**config.mk**
```make
export PLATFORM = sky130hd
export DESIGN_NAME = irq_prio_resolver
export DESIGN_NICKNAME = d
export VERILOG_FILES = /design/src/rtl/irqp_pkg.sv /design/src/rtl/irqp_scan.sv /design/src/rtl/irqp_req.sv /design/src/rtl/irq_prio_resolver.sv
export SDC_FILE = /design/constraint.sdc
export NUM_CORES = 1
export LEC_CHECK = 0
export BUFFER_PORTS_ARGS = -buffer_cell sky130_fd_sc_hd__buf_2
export CAP_MARGIN = 5
export CORE_MARGIN = 2
export CORE_UTILIZATION = 55
export DETAILED_ROUTE_END_ITERATION = 8
export GPL_ROUTABILITY_DRIVEN = 0
export HOLD_SLACK_MARGIN = 0.03
export PLACE_DENSITY = 0.84
export SLEW_MARGIN = 15
export SYNTH_ARGS = -nofsm -noshare
export SYNTH_HDL_FRONTEND = slang
export SYNTH_SLANG_ARGS = --single-unit
export TNS_END_PERCENT = 30
```
**constraint.sdc**
```tcl
create_clock -name clk -period 5.6 [get_ports clk]
set_input_delay 1.68 -clock clk [delete_from_list [all_inputs] [get_ports clk]]
set_output_delay 1.68 -clock clk [all_outputs]
set_load 0.005 [all_outputs]
```
**src/rtl/irqp_pkg.sv**
```systemverilog
package irqp_pkg;

    // Trigger-select encoding per line
    typedef enum logic {
        TRIG_EDGE  = 1'b0,
        TRIG_LEVEL = 1'b1
    } trig_mode_e;

endpackage

```
**src/rtl/irqp_scan.sv**
```systemverilog
// Rotating-priority scan: rank p looks at line (p + base) mod NLINES.
module irqp_scan #(
    parameter int NLINES = 8,
    localparam int IDX_W = $clog2(NLINES)
) (
    input  logic [NLINES-1:0] vec,
    input  logic [IDX_W-1:0]  base,
    output logic              hit,
    output logic [IDX_W:0]    rank,
    output logic [IDX_W-1:0]  line
);

    logic [IDX_W-1:0] li;

    always_comb begin
        hit  = 1'b0;
        rank = (IDX_W+1)'(NLINES);
        line = '0;
        li   = '0;
        // descending walk so the lowest rank is the last one kept
        for (int p = NLINES - 1; p >= 0; p--) begin
            li = IDX_W'(p) + base;
            if (vec[li]) begin
                hit  = 1'b1;
                rank = (IDX_W+1)'(p);
                line = li;
            end
        end
    end

endmodule

```
**src/rtl/irqp_req.sv**
```systemverilog
// Per-line request capture with edge or level trigger.
module irqp_req #(
    parameter int NLINES = 8,
    localparam int IDX_W = $clog2(NLINES)
) (
    input  logic [NLINES-1:0] irq_in,
    input  logic [NLINES-1:0] trig_sel,
    input  logic [NLINES-1:0] req_q,
    input  logic [NLINES-1:0] last_q,
    input  logic              take,
    input  logic [IDX_W-1:0]  take_line,
    output logic [NLINES-1:0] req_d,
    output logic [NLINES-1:0] last_d
);
    import irqp_pkg::*;

    for (genvar i = 0; i < NLINES; i++) begin : g_line
        logic is_level;
        logic ack_clr;
        logic rise;
        assign is_level  = (trig_sel[i] == TRIG_LEVEL);
        assign ack_clr   = take && (take_line == IDX_W'(i));
        assign rise      = irq_in[i] && !last_q[i];
        assign req_d[i]  = is_level ? irq_in[i]
                                    : ((req_q[i] && !ack_clr) || rise);
        assign last_d[i] = irq_in[i];
    end

endmodule

```
**src/rtl/irq_prio_resolver.sv**
```systemverilog
module irq_prio_resolver #(
    parameter int NLINES       = 8,
    parameter int CASCADE_LINE = 2,
    localparam int IDX_W       = $clog2(NLINES)
) (
    input  logic              clk,
    input  logic              rst,
    input  logic [NLINES-1:0] irq_in,
    input  logic              trig_wr,
    input  logic [NLINES-1:0] trig_data,
    input  logic              mask_wr,
    input  logic [NLINES-1:0] mask_data,
    input  logic              ack,
    input  logic              eoi_clr,
    input  logic              rot_load,
    input  logic [IDX_W-1:0]  rot_base,
    input  logic              auto_eoi,
    input  logic              rot_on_aeoi,
    input  logic              nest_excl,
    output logic              irq_valid,
    output logic [IDX_W-1:0]  irq_index
);

    typedef struct packed {
        logic [NLINES-1:0] req;
        logic [NLINES-1:0] last;
        logic [NLINES-1:0] isr;
        logic [NLINES-1:0] mask;
        logic [NLINES-1:0] trig;
        logic [IDX_W-1:0]  base;
    } state_t;

    state_t state_d, state_q;

    logic [NLINES-1:0] pend_vec;
    logic [NLINES-1:0] isr_view;
    logic              pend_hit;
    logic [IDX_W:0]    pend_rank;
    logic [IDX_W-1:0]  pend_line;
    logic              isv_hit;
    logic [IDX_W:0]    isv_rank;
    logic [IDX_W-1:0]  isv_line;
    logic              isf_hit;
    logic [IDX_W:0]    isf_rank;
    logic [IDX_W-1:0]  isf_line;
    logic              take;
    logic [NLINES-1:0] req_nx;
    logic [NLINES-1:0] last_nx;

    // views of the state for the bound checker
    logic [NLINES-1:0] req_vec;
    logic [NLINES-1:0] isr_vec;
    logic [NLINES-1:0] mask_vec;
    logic [IDX_W-1:0]  base_val;

    assign req_vec  = state_q.req;
    assign isr_vec  = state_q.isr;
    assign mask_vec = state_q.mask;
    assign base_val = state_q.base;

    assign pend_vec = state_q.req & ~state_q.mask;

    always_comb begin
        isr_view = state_q.isr;
        if (nest_excl) begin
            isr_view[CASCADE_LINE] = 1'b0;
        end
    end

    irqp_scan #(.NLINES(NLINES)) u_scan_pend (
        .vec  (pend_vec),
        .base (state_q.base),
        .hit  (pend_hit),
        .rank (pend_rank),
        .line (pend_line)
    );

    irqp_scan #(.NLINES(NLINES)) u_scan_isv (
        .vec  (isr_view),
        .base (state_q.base),
        .hit  (isv_hit),
        .rank (isv_rank),
        .line (isv_line)
    );

    irqp_scan #(.NLINES(NLINES)) u_scan_isf (
        .vec  (state_q.isr),
        .base (state_q.base),
        .hit  (isf_hit),
        .rank (isf_rank),
        .line (isf_line)
    );

    assign irq_valid = pend_hit && (pend_rank < isv_rank);
    assign irq_index = pend_line;
    assign take      = ack && irq_valid;

    irqp_req #(.NLINES(NLINES)) u_req (
        .irq_in    (irq_in),
        .trig_sel  (state_q.trig),
        .req_q     (state_q.req),
        .last_q    (state_q.last),
        .take      (take),
        .take_line (pend_line),
        .req_d     (req_nx),
        .last_d    (last_nx)
    );

    always_comb begin
        state_d      = state_q;
        state_d.req  = req_nx;
        state_d.last = last_nx;

        if (eoi_clr && isf_hit) begin
            state_d.isr[isf_line] = 1'b0;
        end
        if (take && !auto_eoi) begin
            state_d.isr[pend_line] = 1'b1;
        end

        if (rot_load) begin
            state_d.base = rot_base;
        end else if (take && auto_eoi && rot_on_aeoi) begin
            state_d.base = pend_line + 1'b1;
        end

        if (mask_wr) begin
            state_d.mask = mask_data;
        end
        if (trig_wr) begin
            state_d.trig = trig_data;
        end

        if (rst) begin
            state_d.req  = '0;
            state_d.last = '0;
            state_d.isr  = '0;
            state_d.mask = '0;
            state_d.base = '0;
        end
    end

    always_ff @(posedge clk) begin
        state_q <= state_d;
    end

endmodule

```
Word level (Yosys, flattened, before mapping)
Cells that the tools add are included.

storage, ports and cells
  memories = 0
  bits in latches = 0
  bits in read-only memories = 0
  word-level logic and storage cells = 211
  output and inout port bits = 4
  memory bits (writable) = 0
  register bits after elaboration = 43

cells by class
  equal/unequal tests = 7
  shifts and indexed selects = 0
  mux-type cells = 113
  order comparisons = 13
  multipliers = 0
  divide/modulo/power cells = 0
  $add $sub $neg = 8
  reductions and logical operators = 59
  bitwise operators = 5

operators with widths
  cell                 count
  $bmux 1 s3           24
  $mux 4               16
  $mux 3               18
  $mux 1               51
  $lt 3x4->1 const B   10
  $logic_and 1x1->1    32
  $logic_not 1->1      17
  $and 8x8->8          2
  $mux 8               2
  $not 8->8            2
  $add 3x3->3 const A  4
  $eq 3x3->1 const B   4
  $logic_or 1x1->1     8
  $or 8x8->8           1
  $add 2x3->3 const A  2
  $demux 1 s3          2
  $eq 3x2->1 const B   2
  $ge 3x1->1 const B   2
  $lt 4x4->1           1
  $add 1x3->3 const A  1
  $add 3x1->3 const B  1
  $eq 3x1->1 const B   1
  $logic_not 3->1      1
  $reduce_bool 2->1    1

Logic depth before layout (Yosys ltp)
Gate-level depths: netlist of run 1.

  depth after elaboration = 20
  depth in mapped cells = 17
  mapped depth without buffers = 15

Cells and area by module
A second synthesis of run 1 with hierarchy kept.

second synthesis, totals
  cell total of the unflattened synthesis = 458
  area, all modules = 4413.0 um^2

by module, submodules not included
  module             sequential area each (um^2)  instances  cells each  area an instance (um^2)
  irqp_scan          0.0                          3          88          822.0
  irq_prio_resolver  940.9                        1          154         1650.3
  irqp_req           0.0                          1          40          296.5

Worst setup path before layout of run 1
OpenSTA, ideal clock, no wires.

  path type = input-to-output
  from = input port nest_excl
  to = output port irq_valid
  stages on the path = 10
  path slack = 74 ps
  path buffers = 0
  data required time = 3920 ps
  arrival = 3846 ps
  cells stage by stage = nor2b_1 -> mux4_2 -> mux2i_1 -> a21boi_0 -> nand2_1 -> a21o_1 -> ha_1 -> o211ai_1 -> a311oi_4 -> nor2_1

on the way
  word-level cells in the longest chain between the ends = 13
  elaborated cells on any way between the ends = 27
  those cells by class = order compare (1); mux (25); reduce/logical (1)

ends and longest elaborated chain
  item                          line                     source
  from (decl)                   irq_prio_resolver.sv:19  input logic nest_excl,
  $mux 1 *                      irq_prio_resolver.sv:65  if (nest_excl) begin
  $bmux 1 s3                    irqp_scan.sv:23          if (vec[li]) begin
  $mux 1 (implied by the code)  irqp_scan.sv:23
  $mux 4 (7 in a row)           irqp_scan.sv:23
  $mux 4 *                      irqp_scan.sv:23
  $lt 4x4->1 *                  irq_prio_resolver.sv:94  assign irq_valid = pend_hit && (pend_rank < isv_rank);
  $logic_and 1x1->1 *           irq_prio_resolver.sv:94
  to (decl)                     irq_prio_resolver.sv:20  output logic irq_valid,

Mark *: on every way between the ends. The rest lies on a longest branch, timed or not. The select of a mux whose other input is x is not followed.

Worst setup path in the final report of run 1
Same ends and word-level chain as after synthesis.

==> results of run 1 <==
==> path summary, 6_finish.rpt <==
check / start / end
setup reg to reg: base_val[0] / req_vec[5]
hold / removal: state_q[29] / req_vec[2]
hold reg to reg: state_q[29] / req_vec[2]
setup / recovery: nest_excl / irq_valid
==> state kept, by name, indices dropped and copies added, names as in the netlist <==
name / flops
state_q: 16
req_vec: 8
mask_vec: 8
isr_vec: 8
base_val: 3
==> power groups by stage <==
stage / Sequential (uW) / Combinational (uW) / Clock, uW
2_1_floorplan: 364 / 722 / 0
3_3_place_gp: 381 / 923 / 0
3_5_place_dp: 384 / 955 / 0
4_1_cts: 377 / 986 / 230
5_1_grt: 382 / 1080 / 243
6_report: 379 / 1010 / 227
==> routing by layer <==
layer  vias to the layer above  GRT usage [%]  wire [um]
met5                         -              0          0
met2                       245           44.8       5280
li1                       1710              -          -
met3                        25           2.59        830
met1                      1859           35.5       4390
met4                         0           6.69        180
==> cell families after synthesis <==
kind of cell / synth area share (%)
simple gates: 20.3
compound gates: 18.2
mux: 29.1
flops: 22.7
buf+inv: 4.98
fa+ha+maj: 3.32
xor+xnor: 1.45
==> tightest hold or removal path, cell delays in order, from the launching register on <==
cell      delay, ns
dfxtp_1        0.31
nand2b_1       0.06
a32o_1         0.11
==> per-stage QoR <==
step	total power [uW]	hold WS [ns]	util (%)	setup slack, ns	TNS [ns]
after detailed placement	1340	0.483	61.4	-0.239	-0.239
final	1620	0.502	63.5	-0.0104	-0.0104
after CTS	1590	0.503	63.4	-0.0248	-0.0248
after global placement	1300	0.467	61.4	-0.0250	-0.0250
after global routing	1700	0.525	63.5	-0.112	-0.112
after floorplan	1090	0.462	-	0.0743	0
==> what timing repair did <==
action                     in CTS  in global routing
resized for setup              10                  1
setup endpoints to repair       1                  1
pin swaps                       5                  1
buffers inserted                1                  1
==> synthesized netlist by cell type (all sizes together), types with 6 or more instances <==
cell type  count
a21oi          9
nand3          6
ha            11
mux2           9
mux2i         33
edfxtp         8
nor2b         22
nor3           9
nand2         47
o21ai          9
a32o          13
nor2          38
buf           14
dfxtp         35
nand2b        20
mux4          33
clkbuf        10
inv           16
o211ai         9
==> area by class of cell <==
type	count	area share, %
well taps	99	2.67
flip-flops and latches	43	20.3
inverters	17	1.43
clock buffers	6	2.03
multi-input cells	340	65.3
repair buffers	61	7.94
clock inverters	2	0.351
==> reports/qor.yml, run 1 <==
status:
  status: "finished, violations left"
  failed_checks: "negative setup slack"
grt:
  overflow: 0
  grt_pass1_wl_um: 17700
  track_usage_pct: 26.1
  grt_max_degree: 34
  grt_pass1_vias: 3647
  antenna_found_initial: 0
clock_network:
  htreeDepth: 2
  clkLatencyLatePin_ns: 0.30
  cts.sinks: 43
  clk_pin_slew_ns: 0.08
  cts_tree: "done"
  hold_buffers: 0
  cts_buffer_depth: 2
  numCtsBuffers: 5
  cts-root-buf: "clkbuf_8"
placed_design:
  dpl-instance-area_um2: 4480
  dp_cells: 558
  numPortBuffers: 40
  hpwl_um: 8030
synthesis:
  ys.flop_type: "dfxtp_1"
  syn_area_um2: 4150
  ys_warn_count: 0
  synth_edf_count: 8
  synth_top_area_share_pct: 16.9
  synth_area_leaders: "dfxtp_1, mux4_2, mux2i_1"
  yosys.cell_types.count: 71
  syn_inst: 424
  synth_seq_cells: 43
  ys_seq_area_share_pct: 22.7
  yosys.area.top_type: "dfxtp_1"
  ys_async_sr_fraction_pct: 0
  syn_area_per_cell_um2: 9.79
  synth_nets: 472
worst_setup_path:
  worst-path-buf-inv: 3
  path_class: "input port to output port"
  path_cells: "buf_8 -> nor2b_4 -> mux4_2 -> mux2i_1 -> a21boi_2 -> nand2_1 -> a21o_1 -> ha_1 -> o211ai_1 -> buf_4 -> o211ai_4 -> nor2_2 -> buf_2"
  worst_setup_path_end_kind: "output port"
  crit_path_max_fanout: 3
  worstRegToRegCells: 16
  path_delay_family: "multiplexers"
  slowest_stage: "mux4_2"
  crit_required_ns: 3.92
  r2r_slack_ns: 1.23
  cp_slowest_stage_delay_ns: 0.48
  crit_path_start_kind: "input port"
  crit_arrival_ns: 3.93
  cp_num_cells: 13
cells_and_area:
  multiInputGateArea_um2: 3020
  drive_gt1_share_pct: 28.4
  final_cell_area_um2: 4630
  area_growth_pct: 11.7
  final_cells: 568
  final-seq-area_um2: 941
  layout_common_cells: "nand2_1, buf_2, nor2_1"
  fillCellCount: 594
  num-nets-final: 516
  final_common_cell: "nand2_1"
  antenna_cells: 0
die:
  dieHeight_um: 90.9
  rows: 31
  die_w_um: 90.9
  start_util_pct: 56.9
  dieArea_um2: 8250
  design.core.area_um2: 7290
  num_io_pins: 41
power_and_ir_drop:
  irDropWorstVdd_uv: 273
  p_sw_uw: 710
  combPwrFrac_pct: 62.6
  swShare_pct: 43.9
  cellPowerDensity_nw_per_um2: 349
  internal-power_uw: 909
  seq_power_share_pct: 23.4
  clockPowerShare_pct: 14.0
  power.leakage_uw: 0.00186
drt:
  detail_route.vias_per_cell: 6.76
  wl_per_cell_um: 18.8
  postRouteAntennaNets: 0
  drtPass1Iterations: 5
  drtIter0Drc: 384
  routed_wl_um: 10700
  vias: 3839
  drc: 0
hold_path:
  hp-class: "register to register"
  worstHoldPathCells: 2
timing:
  rsz0062_at_grt: "true"
  hold_viol: 0
  fin_crit_sh_pct: 100
  timing.final.ws_setup_ns: -0.0104
  worst_slew_pin_slew_ns: 0.788
  fin_skew_ns: 0.00357
  timing.fmax_mhz: 178
  max_slew_margin_pct: 47.5
  setup-violations-final: 1
  slew_violations: 0
  period_minus_slack_ns: 5.61
job:
  maxCapViolations: 0
Power figures use the tool's default switching activity.
==> run 2: changes to the inputs <==
Settings changed: CORE_UTILIZATION 55 to 57, HOLD_SLACK_MARGIN 0.03 to 0.06, PLACE_DENSITY 0.84 to 0.83.
Clock period 5.6 ns to 5.2 ns, I/O delays scaled along.
==> reports/qor.yml, run 2 (synthesis gave the netlist of run 1 again) <==
job:
  maxCapViolations: 0
clock_network:
  clk_pin_slew_ns: 0.08
  cts-root-buf: "clkbuf_8"
  clkLatencyLatePin_ns: 0.29
  cts_buffer_depth: 2
  hold_buffers: 0
  cts.sinks: 43
  cts_tree: "done"
  numCtsBuffers: 5
  htreeDepth: 2
cells_and_area:
  fillCellCount: 576
  final_common_cell: "nand2_1"
  layout_common_cells: "nand2_1, buf_2, nor2_1"
  antenna_cells: 0
  final-seq-area_um2: 941
  num-nets-final: 518
  finalCoreUtilization_pct: 64.8
  multiInputGateArea_um2: 3030
  area_growth_pct: 11.6
  final_cell_area_um2: 4630
  final_cells: 570
  largest_register_ffs: 16
  largest_register: "state_q"
  drive_gt1_share_pct: 28.5
drt:
  routed_wl_um: 10500
  wl_per_cell_um: 18.4
  postRouteAntennaNets: 0
  drc: 0
  drtIter0Drc: 391
  drtPass1Iterations: 5
  vias: 3707
  detail_route.vias_per_cell: 6.50
timing:
  timing.final.ws_setup_ns: -0.178
  max_slew_margin_pct: 48.7
  finalSetupTns_ns: -0.178
  worst_slew_pin_slew_ns: 0.769
  period_minus_slack_ns: 5.38
  setup-violations-final: 1
  timing.fmax_mhz: 186
  fin_crit_sh_pct: 103
  slew_violations: 0
  rsz0062_at_grt: "true"
  hold_viol: 0
  fin_skew_ns: 0.00581
die:
  design.core.area_um2: 7140
  dieHeight_um: 89.3
  start_util_pct: 58.1
  die_w_um: 89.3
  num_io_pins: 41
  dieArea_um2: 7980
  rows: 31
worst_setup_path:
  crit_required_ns: 3.64
  crit_path_max_fanout: 3
  worst_setup_path_end_kind: "output port"
  cp_slowest_stage_delay_ns: 0.50
  path_delay_family: "compound AO/OA/AOI/OAI gates"
  r2r_slack_ns: 1.12
  worst-path-buf-inv: 3
  path_class: "input port to output port"
  path_cells: "buf_8 -> nor2b_4 -> mux4_2 -> mux2i_1 -> a21boi_2 -> nand2_1 -> a21o_1 -> ha_1 -> o211ai_1 -> buf_4 -> a311oi_4 -> nor2_1 -> buf_2"
  slowest_stage: "mux4_2"
  crit_arrival_ns: 3.82
  crit_path_start_kind: "input port"
power_and_ir_drop:
  total_power_uw: 1680
  irDropWorstVdd_uv: 409
  cellPowerDensity_nw_per_um2: 362
  power.leakage_uw: 0.00186
status:
  status: "finished, violations left"
  failed_checks: "negative setup slack"
placed_design:
  numPortBuffers: 40
  dpl-instance-area_um2: 4530
  hpwl_um: 8150
  dp_cells: 561
grt:
  grt_max_degree: 34
  overflow: 0
  grt_pass1_vias: 3531
  track_usage_pct: 27.6
  antenna_found_initial: 0
  grt_pass1_wl_um: 17000
hold_path:
  hp-class: "register to register"
[run 2: cell count changes in the layout (fill, tap and decap cells not counted), sizes merged]
cell,previous run,this run
buf,61,63
clkinv,1,2
inv,17,16
[run 2: cell type report]
class	count	area share, %
well taps	99	2.68
inverters	17	1.43
flip-flops and latches	43	20.3
repair buffers	63	8.27
multi-input cells	340	65.5
clock buffers	6	1.57
clock inverters	2	0.270
[run 2: per-stage QoR]
stage	setup slack (ns)	hold WS, ns
finish	-0.178	0.496
global route	-0.248	0.519
CTS	-0.157	0.497
detailed placement	-0.205	0.479
global placement	-0.140	0.469
floorplan	-0.000429	0.462
[run 2: worst paths after layout]
| check | depth (start not counted) | endpoint | start |
|---|---|---|---|
| max | 13 | irq_valid | nest_excl |
| min | 2 | req_vec[0] | state_q[27] |
| max reg2reg | 16 | req_vec[5] | base_val[1] |
| min reg2reg | 2 | req_vec[0] | state_q[27] |
[run 2: power by group]
group | switching [uW] | total (uW) | internal, uW
combinational | 593 | 1070 | 472
clock | 111 | 204 | 93.8
sequential | 37.8 | 407 | 369
total | 741 | 1680 | 935
[run 2: timing repair]
item	in CTS	in global routing
buffers inserted	0	1
endpoints found under the setup margin	1	1
gates cloned	0	0
pin swaps	5	1
resized for setup	2	0
[run 2: worst reg2reg max path: stages (launching register included)]
cell      delay, ns
dfxtp_1        0.42
inv_1          0.09
ha_1           0.29
xnor2_1        0.39
mux4_2         0.40
mux2_2         0.29
nand2_1        0.12
nand3_1        0.09
a31oi_1        0.26
ha_1           0.29
o211ai_1       0.17
buf_4          0.17
a311oi_4       0.04
buf_4          0.19
nor4_4         0.36
nand2_1        0.14
a32o_1         0.27
[run 2: routing by layer]
metal	vias up	track usage [%]	wire [um]	part of all wire, %
met2	187	45.9	5190	49
met4	0	8.01	187	1.8
met1	1781	37.1	4380	42
met5	-	0	0	0
met3	30	4.62	749	7.1
li1	1709	-	-	-
==> run 3: changes to the inputs <==
Settings changed: CELL_PAD_IN_SITES_DETAIL_PLACEMENT set to 1, CELL_PAD_IN_SITES_GLOBAL_PLACEMENT set to 2, CORE_UTILIZATION 57 to 39, PLACE_DENSITY 0.83 to 0.88.
==> reports/qor.yml, run 3 (synthesis gave the netlist of run 1 again) <==
status:
  status: "finished, violations left"
  failed_checks: "negative setup slack"
cells_and_area:
  fillCellCount: 1174
  final_common_cell: "nand2_1"
  layout_common_cells: "nand2_1, buf_2, nor2_1"
  finalCoreUtilization_pct: 45.9
  largest_register: "state_q"
  final_cell_area_um2: 4740
  num-nets-final: 520
  antenna_cells: 0
  area_growth_pct: 14.1
  largest_register_ffs: 16
  final_cells: 609
  drive_gt1_share_pct: 29.4
die:
  die_w_um: 107
  dieArea_um2: 11500
  dieHeight_um: 107
  rows: 37
  start_util_pct: 40.2
  num_io_pins: 41
  design.core.area_um2: 10300
timing:
  fin_skew_ns: 0.00532
  setup-violations-final: 1
  period_minus_slack_ns: 5.40
  timing.fmax_mhz: 185
  timing.final.ws_setup_ns: -0.195
  rsz0062_at_grt: "true"
  max_slew_margin_pct: 48.4
  fin_crit_sh_pct: 104
  worst_slew_pin_slew_ns: 0.774
  hold_viol: 0
  finalSetupTns_ns: -0.195
  slew_violations: 0
clock_network:
  cts.sinks: 43
  cts_buffer_depth: 2
  clk_pin_slew_ns: 0.08
  htreeDepth: 2
  numCtsBuffers: 5
  cts_tree: "done"
  postCtsSetupBuffers: 0
  clkLatencyLatePin_ns: 0.30
  cts-root-buf: "clkbuf_8"
drt:
  drc: 0
  postRouteAntennaNets: 0
  drtPass1Iterations: 4
  vias: 3630
  detail_route.vias_per_cell: 5.96
  wl_per_cell_um: 19.5
  drtIter0Drc: 196
  routed_wl_um: 11900
placed_design:
  hpwl_um: 9350
  numPortBuffers: 40
  dp_cells: 601
  dpl-instance-area_um2: 4590
worst_setup_path:
  r2r_slack_ns: 1.17
  r2r_end: "isr_vec[3]"
  path_class: "input port to output port"
  worst_setup_path_end_kind: "output port"
  crit_arrival_ns: 3.84
  crit_end: "irq_valid"
  worstRegToRegCells: 13
  crit_path_max_fanout: 3
  crit_path_start_kind: "input port"
  crit_start: "nest_excl"
  reg2reg_from: "base_val[1]"
  crit_required_ns: 3.64
power_and_ir_drop:
  total_power_uw: 1780
  cellPowerDensity_nw_per_um2: 375
  power.leakage_uw: 0.00189
  irDropWorstVdd_uv: 220
grt:
  grt_max_degree: 34
  grt_pass1_vias: 3678
  grt_pass1_wl_um: 19400
  overflow: 0
  antenna_found_initial: 0
  track_usage_pct: 21.6
job:
  maxCapViolations: 0
hold_path:
  hp-class: "register to register"
-- run 3: worst max-delay path: stages --
cell,delay (ns)
buf_8,0.08
nor2b_4,0.03
mux4_2,0.49
mux2i_2,0.20
a21boi_4,0.23
nand2_1,0.07
a21o_1,0.16
ha_1,0.27
o211ai_1,0.09
buf_4,0.16
a311oi_4,0.27
nor2_4,0.08
buf_2,0.13
-- run 3: area by class of cell --
cell class,instances,area [um2],share of cell area (%)
clock inverters,3,43.8,0.925
inverters,17,66.3,1.40
clock buffers,5,68.8,1.45
flip-flops and latches,43,941,19.9
repair buffers,65,398,8.40
multi-input cells,340,3050,64.4
well taps,136,170,3.59
-- run 3: stage by stage --
stage	worst slack, ns	hold WS (ns)
3_5_place_dp	-0.260	0.482
3_3_place_gp	-0.162	0.470
4_1_cts	-0.179	0.503
6_report	-0.195	0.497
5_1_grt	-0.303	0.526
2_1_floorplan	-0.000429	0.462
-- run 3: routing by layer --
layer / GRT usage [%] / vias to the layer above / part of all wire [%]
li1: - / 1714 / -
met1: 29.9 / 1808 / 45
met2: 36.2 / 100 / 48
met3: 2.67 / 8 / 5.9
met4: 4.64 / 0 / 0.96
met5: 0 / - / 0
-- run 3: how the worst min path moves through the flow --
stage	from	end	slack, ns	depth (start not counted)
after global routing	state_q[34]	req_vec[7]	0.53	2
after global placement	state_q[34]	req_vec[7]	0.47	2
final	state_q[32]	req_vec[5]	0.50	2
after CTS	state_q[27]	req_vec[0]	0.50	2
after floorplan	state_q[34]	req_vec[7]	0.46	2
after detailed placement	state_q[27]	req_vec[0]	0.48	2
-- run 3: repair_timing --
item                                    CTS  global route
resized for setup                         2             4
pin swaps                                 4             0
hold buffers                              0             0
endpoints found under the hold margin     0             0
endpoints found under the setup margin    1             1
-- run 3: power by group --
part	leakage, uW	switching, uW	internal, uW
registers	0.000367	37.6	369
clock network	0.0000581	115	143
logic	0.00147	628	485
total	0.00189	781	997
